--- src/rtl/balu_pkg.sv ---
package balu_pkg;

    typedef enum logic [4:0] {
        OP_ADD, OP_ADC, OP_SUB, OP_SBC, OP_AND, OP_OR, OP_EOR, OP_MOV,
        OP_CP, OP_CPC, OP_INC, OP_DEC, OP_COM, OP_NEG, OP_CLR, OP_SER,
        OP_LDI, OP_SUBI, OP_SBCI, OP_ANDI, OP_ORI, OP_CPI,
        OP_MUL, OP_MULS, OP_ADIW, OP_SBIW
    } balu_op_e;

    typedef enum logic {S_IDLE, S_WIDE} balu_state_e;

    // operations whose second operand is the immediate, upper-half destination only
    function automatic logic op_is_imm(input balu_op_e op);
        return op inside {OP_LDI, OP_SUBI, OP_SBCI, OP_ANDI, OP_ORI, OP_CPI, OP_SER};
    endfunction

    // operations that take two cycles
    function automatic logic op_is_wide(input balu_op_e op);
        return op inside {OP_MUL, OP_MULS, OP_ADIW, OP_SBIW};
    endfunction

    function automatic logic op_is_mul(input balu_op_e op);
        return op inside {OP_MUL, OP_MULS};
    endfunction

    // borrow-chained forms with the sticky zero rule
    function automatic logic op_is_chained(input balu_op_e op);
        return op inside {OP_SBC, OP_SBCI, OP_CPC};
    endfunction

endpackage

--- src/rtl/balu_regfile.sv ---
module balu_regfile #(
    parameter int DW   = 8,
    parameter int NREG = 32,
    parameter int NRD  = 4,
    localparam int AW  = $clog2(NREG)
) (
    input  logic                    clk,
    input  logic                    rst_n,
    input  logic [NRD-1:0][AW-1:0]  rd_idx,
    output logic [NRD-1:0][DW-1:0]  rd_dat,
    input  logic                    wa_en,
    input  logic [AW-1:0]           wa_idx,
    input  logic [DW-1:0]           wa_dat,
    input  logic                    wb_en,
    input  logic [AW-1:0]           wb_idx,
    input  logic [DW-1:0]           wb_dat
);

    logic [DW-1:0] mem [NREG];

    always_ff @(posedge clk or negedge rst_n) begin
        if (!rst_n) begin
            for (int i = 0; i < NREG; i++) mem[i] <= '0;
        end else begin
            if (wa_en) mem[wa_idx] <= wa_dat;
            if (wb_en) mem[wb_idx] <= wb_dat;
        end
    end

    for (genvar g = 0; g < NRD; g++) begin : g_rd
        assign rd_dat[g] = mem[rd_idx[g]];
    end

    // the two write ports never target the same register in one cycle
    assert_write_ports_distinct_R8: assert property (@(posedge clk) disable iff (!rst_n)
        !(wa_en && wb_en && wa_idx == wb_idx));

endmodule

--- src/rtl/balu_alu.sv ---
module balu_alu
    import balu_pkg::*;
#(
    parameter int DW = 8
) (
    input  balu_op_e       op,
    input  logic [DW-1:0]  a,
    input  logic [DW-1:0]  b,
    input  logic [DW-1:0]  imm,
    input  logic           c_in,
    input  logic           z_in,
    output logic [DW-1:0]  res,
    output logic           c_out,
    output logic           z_out,
    output logic           wr
);

    logic [DW-1:0] opnd;
    logic [DW:0]   sum_e;
    logic [DW:0]   dif_e;
    logic [DW:0]   one_e;

    always_comb begin
        opnd  = op_is_imm(op) ? imm : b;
        one_e = {{DW{1'b0}}, 1'b1};
        sum_e = {1'b0, a} + {1'b0, opnd} + {{DW{1'b0}}, (op == OP_ADC) & c_in};
        dif_e = {1'b0, a} - {1'b0, opnd} - {{DW{1'b0}}, op_is_chained(op) & c_in};
        res   = a;
        c_out = c_in;
        z_out = z_in;
        wr    = 1'b0;
        case (op)
            OP_ADD, OP_ADC: begin
                res   = sum_e[DW-1:0];
                c_out = sum_e[DW];
                z_out = (res == '0);
                wr    = 1'b1;
            end
            OP_SUB, OP_SUBI, OP_CP, OP_CPI: begin
                res   = dif_e[DW-1:0];
                c_out = dif_e[DW];
                z_out = (res == '0);
                wr    = (op == OP_SUB) || (op == OP_SUBI);
            end
            OP_SBC, OP_SBCI, OP_CPC: begin
                res   = dif_e[DW-1:0];
                c_out = dif_e[DW];
                z_out = z_in & (res == '0);
                wr    = (op != OP_CPC);
            end
            OP_AND, OP_ANDI: begin
                res   = a & opnd;
                z_out = (res == '0);
                wr    = 1'b1;
            end
            OP_OR, OP_ORI: begin
                res   = a | opnd;
                z_out = (res == '0);
                wr    = 1'b1;
            end
            OP_EOR, OP_CLR: begin
                res   = (op == OP_CLR) ? (a ^ a) : (a ^ opnd);
                z_out = (res == '0);
                wr    = 1'b1;
            end
            OP_MOV, OP_LDI: begin
                res = opnd;
                wr  = 1'b1;
            end
            OP_INC: begin
                res   = a + one_e[DW-1:0];
                z_out = (res == '0);
                wr    = 1'b1;
            end
            OP_DEC: begin
                res   = a - one_e[DW-1:0];
                z_out = (res == '0);
                wr    = 1'b1;
            end
            OP_COM: begin
                res   = ~a;
                c_out = 1'b1;
                z_out = (res == '0);
                wr    = 1'b1;
            end
            OP_NEG: begin
                res   = '0 - a;
                c_out = (res != '0);
                z_out = (res == '0);
                wr    = 1'b1;
            end
            OP_SER: begin
                res = '1;
                wr  = 1'b1;
            end
            default: begin
                res = a;
            end
        endcase
    end

endmodule

--- src/rtl/balu_wide.sv ---
module balu_wide
    import balu_pkg::*;
#(
    parameter int DW = 8,
    parameter int KW = 6
) (
    input  balu_op_e       op,
    input  logic [DW-1:0]  lo_in,
    input  logic [DW-1:0]  hi_in,
    input  logic [DW-1:0]  b,
    input  logic [KW-1:0]  k,
    output logic [DW-1:0]  lo_out,
    output logic [DW-1:0]  hi_out,
    output logic           c_out,
    output logic           z_out
);

    localparam int PW = 2 * DW;

    logic [PW-1:0] prod_u;
    logic [PW-1:0] prod_s;
    logic [PW:0]   word_e;
    logic [PW:0]   k_e;
    logic [PW-1:0] out_w;

    always_comb begin
        prod_u = {{DW{1'b0}}, lo_in} * {{DW{1'b0}}, b};
        prod_s = {{DW{lo_in[DW-1]}}, lo_in} * {{DW{b[DW-1]}}, b};
        k_e    = {{(PW + 1 - KW){1'b0}}, k};
        word_e = (op == OP_SBIW) ? ({1'b0, hi_in, lo_in} - k_e)
                                 : ({1'b0, hi_in, lo_in} + k_e);
        if (op_is_mul(op)) begin
            out_w = (op == OP_MULS) ? prod_s : prod_u;
            c_out = out_w[PW-1];
        end else begin
            out_w = word_e[PW-1:0];
            c_out = word_e[PW];
        end
        z_out  = (out_w == '0);
        lo_out = out_w[DW-1:0];
        hi_out = out_w[PW-1:DW];
    end

endmodule

--- src/rtl/byte_alu_rf.sv ---
module byte_alu_rf
    import balu_pkg::*;
#(
    parameter int DATA_W  = 8,
    parameter int REG_CNT = 32,
    parameter int KIMM_W  = 6,
    localparam int AW     = $clog2(REG_CNT)
) (
    input  logic              clk,
    input  logic              rst_n,
    input  logic              req_valid,
    input  logic [4:0]        req_op,
    input  logic [AW-1:0]     req_dst,
    input  logic [AW-1:0]     req_src,
    input  logic [DATA_W-1:0] req_imm,
    input  logic [AW-1:0]     obs_idx,
    output logic [DATA_W-1:0] obs_data,
    output logic              busy,
    output logic              done,
    output logic              illegal,
    output logic              flag_c,
    output logic              flag_z
);

    localparam logic [AW-1:0] HALF_IDX  = AW'(REG_CNT / 2);
    localparam logic [AW-1:0] PAIR0_IDX = AW'(REG_CNT - 6);
    localparam logic [AW-1:0] R0_IDX    = AW'(0);
    localparam logic [AW-1:0] R1_IDX    = AW'(1);

    balu_op_e    op;
    balu_state_e state_q, state_d;

    logic                    code_ok, idx_ok, legal, accept, go_ok, go_bad, is_wide;
    logic [3:0][AW-1:0]      rd_idx;
    logic [3:0][DATA_W-1:0]  rd_dat;

    logic                    wa_en, wb_en;
    logic [AW-1:0]           wa_idx, wb_idx;
    logic [DATA_W-1:0]       wa_dat, wb_dat;

    logic [DATA_W-1:0]       alu_res;
    logic                    alu_c, alu_z, alu_wr;

    balu_op_e                w_op;
    logic [AW-1:0]           w_dst;
    logic [DATA_W-1:0]       w_lo, w_hi, w_b;
    logic [KIMM_W-1:0]       w_k;
    logic [DATA_W-1:0]       wide_lo, wide_hi;
    logic                    wide_c, wide_z;

    logic                    flag_ld, c_d, z_d;

    // ---------------- request legality ----------------
    always_comb begin
        op      = balu_op_e'(req_op);
        code_ok = (req_op <= OP_SBIW);
        is_wide = op_is_wide(op);
        if (op_is_imm(op)) begin
            idx_ok = (req_dst >= HALF_IDX);
        end else if (op == OP_MULS) begin
            idx_ok = (req_dst >= HALF_IDX) && (req_src >= HALF_IDX);
        end else if (op == OP_ADIW || op == OP_SBIW) begin
            idx_ok = (req_dst >= PAIR0_IDX) && !req_dst[0]
                     && (req_imm[DATA_W-1:KIMM_W] == '0);
        end else begin
            idx_ok = 1'b1;
        end
        legal  = code_ok && idx_ok;
        accept = req_valid && (state_q == S_IDLE);
        go_ok  = accept && legal;
        go_bad = accept && !legal;
    end

    // ---------------- datapath pieces ----------------
    assign rd_idx[0] = req_dst;
    assign rd_idx[1] = req_src;
    assign rd_idx[2] = {req_dst[AW-1:1], 1'b1};
    assign rd_idx[3] = obs_idx;
    assign obs_data  = rd_dat[3];

    balu_regfile #(.DW(DATA_W), .NREG(REG_CNT), .NRD(4)) u_rf (
        .clk    (clk),
        .rst_n  (rst_n),
        .rd_idx (rd_idx),
        .rd_dat (rd_dat),
        .wa_en  (wa_en),
        .wa_idx (wa_idx),
        .wa_dat (wa_dat),
        .wb_en  (wb_en),
        .wb_idx (wb_idx),
        .wb_dat (wb_dat)
    );

    balu_alu #(.DW(DATA_W)) u_alu (
        .op    (op),
        .a     (rd_dat[0]),
        .b     (rd_dat[1]),
        .imm   (req_imm),
        .c_in  (flag_c),
        .z_in  (flag_z),
        .res   (alu_res),
        .c_out (alu_c),
        .z_out (alu_z),
        .wr    (alu_wr)
    );

    balu_wide #(.DW(DATA_W), .KW(KIMM_W)) u_wide (
        .op     (w_op),
        .lo_in  (w_lo),
        .hi_in  (w_hi),
        .b      (w_b),
        .k      (w_k),
        .lo_out (wide_lo),
        .hi_out (wide_hi),
        .c_out  (wide_c),
        .z_out  (wide_z)
    );

    // ---------------- state register ----------------
    always_ff @(posedge clk or negedge rst_n) begin
        if (!rst_n) state_q <= S_IDLE;
        else        state_q <= state_d;
    end

    // ---------------- next state and write controls ----------------
    always_comb begin
        state_d = state_q;
        wa_en   = 1'b0;
        wa_idx  = req_dst;
        wa_dat  = alu_res;
        wb_en   = 1'b0;
        wb_idx  = {w_dst[AW-1:1], 1'b1};
        wb_dat  = wide_hi;
        flag_ld = 1'b0;
        c_d     = alu_c;
        z_d     = alu_z;
        unique case (state_q)
            S_IDLE: begin
                if (go_ok && is_wide) begin
                    state_d = S_WIDE;             // IDLE_TO_WIDE
                end else if (go_ok) begin
                    wa_en   = alu_wr;             // IDLE_HOLD with write-back
                    flag_ld = 1'b1;
                end
            end
            S_WIDE: begin
                state_d = S_IDLE;                 // WIDE_TO_IDLE
                wa_en   = 1'b1;
                wb_en   = 1'b1;
                wa_idx  = op_is_mul(w_op) ? R0_IDX : w_dst;
                wb_idx  = op_is_mul(w_op) ? R1_IDX : {w_dst[AW-1:1], 1'b1};
                wa_dat  = wide_lo;
                flag_ld = 1'b1;
                c_d     = wide_c;
                z_d     = wide_z;
            end
        endcase
    end

    // ---------------- registered outputs and operand latch ----------------
    always_ff @(posedge clk or negedge rst_n) begin
        if (!rst_n) begin
            flag_c  <= 1'b0;
            flag_z  <= 1'b0;
            done    <= 1'b0;
            illegal <= 1'b0;
            w_op    <= OP_MUL;
            w_dst   <= '0;
            w_lo    <= '0;
            w_hi    <= '0;
            w_b     <= '0;
            w_k     <= '0;
        end else begin
            if (flag_ld) begin
                flag_c <= c_d;
                flag_z <= z_d;
            end
            done    <= (go_ok && !is_wide) || (state_q == S_WIDE);
            illegal <= go_bad;
            if (go_ok && is_wide) begin
                w_op  <= op;
                w_dst <= req_dst;
                w_lo  <= rd_dat[0];
                w_hi  <= rd_dat[2];
                w_b   <= rd_dat[1];
                w_k   <= req_imm[KIMM_W-1:0];
            end
        end
    end

    assign busy = (state_q == S_WIDE);

    // ---------------- assertions ----------------
    // the two-cycle path occupies exactly one busy cycle
    assert_busy_single_R11: assert property (@(posedge clk) disable iff (!rst_n)
        busy |=> !busy);

    // a request shown while busy is neither accepted nor rejected
    assert_busy_ignores_R11: assert property (@(posedge clk) disable iff (!rst_n)
        (busy && req_valid) |=> !illegal);

    // completion and rejection are exclusive
    assert_done_xor_illegal_R10: assert property (@(posedge clk) disable iff (!rst_n)
        !(done && illegal));

    // a rejected request leaves the flags as they were
    assert_illegal_keeps_flags_R10: assert property (@(posedge clk) disable iff (!rst_n)
        illegal |-> ($stable(flag_c) && $stable(flag_z)));

    // a cleared zero flag stays cleared through a chained subtract or compare
    assert_zero_sticky_R4: assert property (@(posedge clk) disable iff (!rst_n)
        (go_ok && op_is_chained(op) && !flag_z) |=> !flag_z);

endmodule

--- config.mk ---
export PLATFORM = sky130hd
export DESIGN_NAME = byte_alu_rf
export DESIGN_NICKNAME = d
export VERILOG_FILES = /design/src/rtl/balu_pkg.sv /design/src/rtl/balu_regfile.sv /design/src/rtl/balu_alu.sv /design/src/rtl/balu_wide.sv /design/src/rtl/byte_alu_rf.sv
export SDC_FILE = /design/constraint.sdc
export NUM_CORES = 1
export LEC_CHECK = 0
export ABC_AREA = 1
export CAP_MARGIN = 5
export CORE_MARGIN = 5
export CORE_UTILIZATION = 25
export DETAILED_ROUTE_END_ITERATION = 7
export DONT_BUFFER_PORTS = 1
export PLACE_DENSITY = 0.46
export SYNTH_ARGS = -nofsm -noshare
export SYNTH_HDL_FRONTEND = slang
export SYNTH_SLANG_ARGS = --single-unit
--- constraint.sdc ---
create_clock -name clk -period 5.8 [get_ports clk]
set_input_delay 0.29 -clock clk [delete_from_list [all_inputs] [get_ports clk]]
set_output_delay 0.29 -clock clk [all_outputs]
set_load 0.05 [all_outputs]
==> results.sh <==
export IMPL_status="complete, but fails checks"
export IMPL_violations="negative hold slack"
export IMPL_tightestPinTransition_ns=1.11
export IMPL_grt_pass1_wl_um=205000
export IMPL_synth_distinct_cells=57
export IMPL_drt_initial_drc_count=3564
export IMPL_synth_seq_cells=301
export IMPL_ctsHoldBuffers=10
export IMPL_holdWs_ns=-0.581
export IMPL_end_kind="register"
export IMPL_area_delta_synth_final_pct=11.4
export IMPL_place_ws_ns=0.545
export IMPL_ant_nets=0
export IMPL_seqPwrFrac_pct=24.8
export IMPL_drt_pre_antenna_iters=6
export IMPL_wl_um=142000
export IMPL_worst_slack_ns=0.471
export IMPL_cts_tree="done"
export IMPL_synth_ff_type="dfrtp_1"
export IMPL_clock_skew_ns=0.0278
export IMPL_crit_type="reg2reg"
export IMPL_critical_path_arrival_ns=5.85
export IMPL_antenna_found_initial=2
export IMPL_pin_count=44
export IMPL_start_kind="register"
export IMPL_post_synth_top_count_cell="nand2_1"
export IMPL_rows=124
export IMPL_total_leakage_power_nw=14.7
export IMPL_combPwrFrac_pct=55.9
export IMPL_cts_made_buffers=41
export IMPL_synthTopCellsByArea="dfrtp_1 26%, nand2_1 13%, o21ai_0 8.9%"
export IMPL_core_sq_mm=0.114
export IMPL_synth_common_cells="958 x nand2_1, 538 x inv_1, 508 x o21ai_0"
export IMPL_slew_viol_final=0
export IMPL_reg2regPathDepth=20
export IMPL_seqCellArea_sq_mm=0.00754
export IMPL_clock_sinks=301
export IMPL_min_path_type="in2async"
export IMPL_multiInputGateArea_sq_mm=0.0177
export IMPL_clk_pin_slew_worst_paths_ns=0.06
export IMPL_portBuffers=0
export IMPL_relSlewSlack_pct=25.5
export IMPL_ys_seq_area_share_pct=26.3
export IMPL_synth_area_leader_cell="dfrtp_1"
export IMPL_synth_area_sq_mm=0.0287
export IMPL_die_w_um=349
export IMPL_wire_per_inst_um=24.3
export IMPL_setup_viol=0
export IMPL_maxCapViolations=0
export IMPL_syn_num_nets=4597
export IMPL_cts_root_buf="clkbuf_16"
export IMPL_die_h_um=349
export IMPL_finalCriticalPeriod_ns=5.33
export IMPL_vias=31129
export IMPL_path_max_fanout=16
export IMPL_p_sw_share_pct=50.3
export IMPL_cts_setup_buffers=0
export IMPL_avgSynthCellArea_sq_um=6.57
export IMPL_dp_hpwl_um=99100
export IMPL_insertion_delay_ns=0.60
export IMPL_async_reset_ff_share_pct=100
export IMPL_p_switching_mw=7.20
export IMPL_ctsHtreeMaxLevel=2
export IMPL_ctsResizeCount=0
export IMPL_vias_per_cell=5.33
export IMPL_yosysWarningCount=0
export IMPL_power_density_mw_per_mm2=448
export IMPL_clock_power_share_pct=19.3
export IMPL_overflow=0
export IMPL_gp_congestion=0.972
export IMPL_synth_edf_count=0
export IMPL_track_usage_pct=22.4
export IMPL_fmax_mhz=188
export IMPL_nFillCells=12837
export IMPL_final_net_count=4524
export IMPL_die_area_sq_mm=0.122
export IMPL_post_route_period_util_pct=91.9
export IMPL_cp_data_required_time_ns=6.32
export IMPL_first_global_vias=28878
export IMPL_cts_path_max_buffers=3
export IMPL_peakVddDrop_v=0.000281
export IMPL_tns_ns=0
export IMPL_final_hold_violation_count=299
export IMPL_drive_gt1_share_pct=7.10
export IMPL_rsz0062_at_grt="false"
export IMPL_grt_max_degree=302
export IMPL_yosysTopAreaCellShare_pct=26.0
export IMPL_internal_power_mw=7.12
export IMPL_start_util_pct=25.1
export IMPL_drc=0
export IMPL_synthCells=4368
final timing paths:
| path | start | end | slack (ns) |
|---|---|---|---|
| min in group clk | req_op[2] | illegal | 0.05 |
| min reg2reg | w_op[1] | w_op[1] | 0.48 |
| min | rst_n | async pin | -0.58 |
| max | w_lo[5] | u_rf.mem[167] | 0.47 |
| max reg2reg | w_lo[5] | u_rf.mem[167] | 0.47 |
| max in group asynchronous | rst_n | async pin | 5.68 |
routing by layer:
layer	global-route usage [%]	share of wire [%]
met1	30.5	42
met2	34.5	43
met3	3.95	8.5
met4	10.8	5.9
met5	0	0.0091
layout make-up:
cell class	instances	share of cell area (%)
Timing Repair Buffer	138	3.91
Inverter	576	6.81
Clock inverter	16	0.662
Sequential cell	301	23.6
Multi-Input combinational cell	3237	55.3
Clock buffer	58	3.79
Tap cell	1512	5.92
Antenna cell	3	0.0235
cells by family after synthesis:
kind of cell	Yosys count	share of synthesized area, %
adder cells (fa/ha/maj)	198	11.0
AND/OR/NAND/NOR	1712	25.2
buffers and inverters	830	12.2
AO/OA/AOI/OAI	1297	24.4
flip-flops	301	26.3
XOR/XNOR	30	0.915
power by group through the flow:
stage | Sequential [mW] | Clock, mW | Combinational [mW]
global placement | 3.56 | 0 | 7.89
global route | 3.62 | 2.88 | 8.88
floorplan | 3.22 | 0 | 5.50
finish | 3.55 | 2.76 | 8.00
CTS | 3.53 | 2.80 | 7.92
detailed placement | 3.55 | 0 | 7.86
critical path, cell delays in order (launching register included):
cell	delay, ns
dfrtp_1	0.65
nand2_1	0.15
fa_1	0.54
fa_1	0.55
inv_1	0.05
fa_1	0.47
inv_1	0.05
fa_1	0.48
inv_1	0.04
ha_1	0.36
inv_1	0.08
nor3_1	0.27
nand3_1	0.14
o2111ai_1	0.13
xnor2_1	0.15
nand2_1	0.09
nand2_1	0.06
a21oi_1	0.06
inv_1	0.71
nor2_1	0.08
a21oi_1	0.15
placed cells by master, fill, tap and decap left out, types with 5 or more instances in the layout:
| master | instances |
|---|---|
| clkinv_1 | 8 |
| a32oi_1 | 8 |
| o2111ai_1 | 8 |
| clkbuf_1 | 6 |
| a21o_1 | 5 |
| nor3_2 | 6 |
| dlygate4sd3_1 | 11 |
| dfrtp_1 | 298 |
| a21oi_1 | 506 |
| clkbuf_16 | 42 |
| nand2_1 | 957 |
| clkinv_2 | 10 |
| buf_4 | 112 |
| a31oi_1 | 54 |
| o31ai_1 | 5 |
| nand3_1 | 268 |
| nand4_1 | 39 |
| buf_12 | 15 |
| o21ai_0 | 508 |
| xnor2_1 | 14 |
| o21ai_1 | 70 |
| or2_2 | 14 |
| o22ai_1 | 14 |
| nor4_1 | 5 |
| ha_1 | 108 |
| inv_1 | 537 |
| nor2_2 | 17 |
| nand2_2 | 12 |
| fa_1 | 90 |
| nor2_4 | 12 |
| nor2_1 | 342 |
| nor3_1 | 21 |
| inv_2 | 26 |
| clkbuf_8 | 10 |
| o221ai_1 | 18 |
| o211ai_1 | 74 |
| xor2_1 | 16 |
| a22oi_1 | 11 |
stage by stage:
stage / instance area, sq um / utilization (%) / std cells / power (mW)
floorplan: 28700 / - / 4368 / 8.72
global placement: 30400 / 26.6 / 5753 / 11.4
detailed placement: 30400 / 26.6 / 5753 / 11.4
CTS: 31900 / 28.0 / 5837 / 14.2
global route: 32000 / 28.0 / 5838 / 15.4
finish: 32000 / 28.0 / 5841 / 14.3
(Power assumes the default switching activity.)
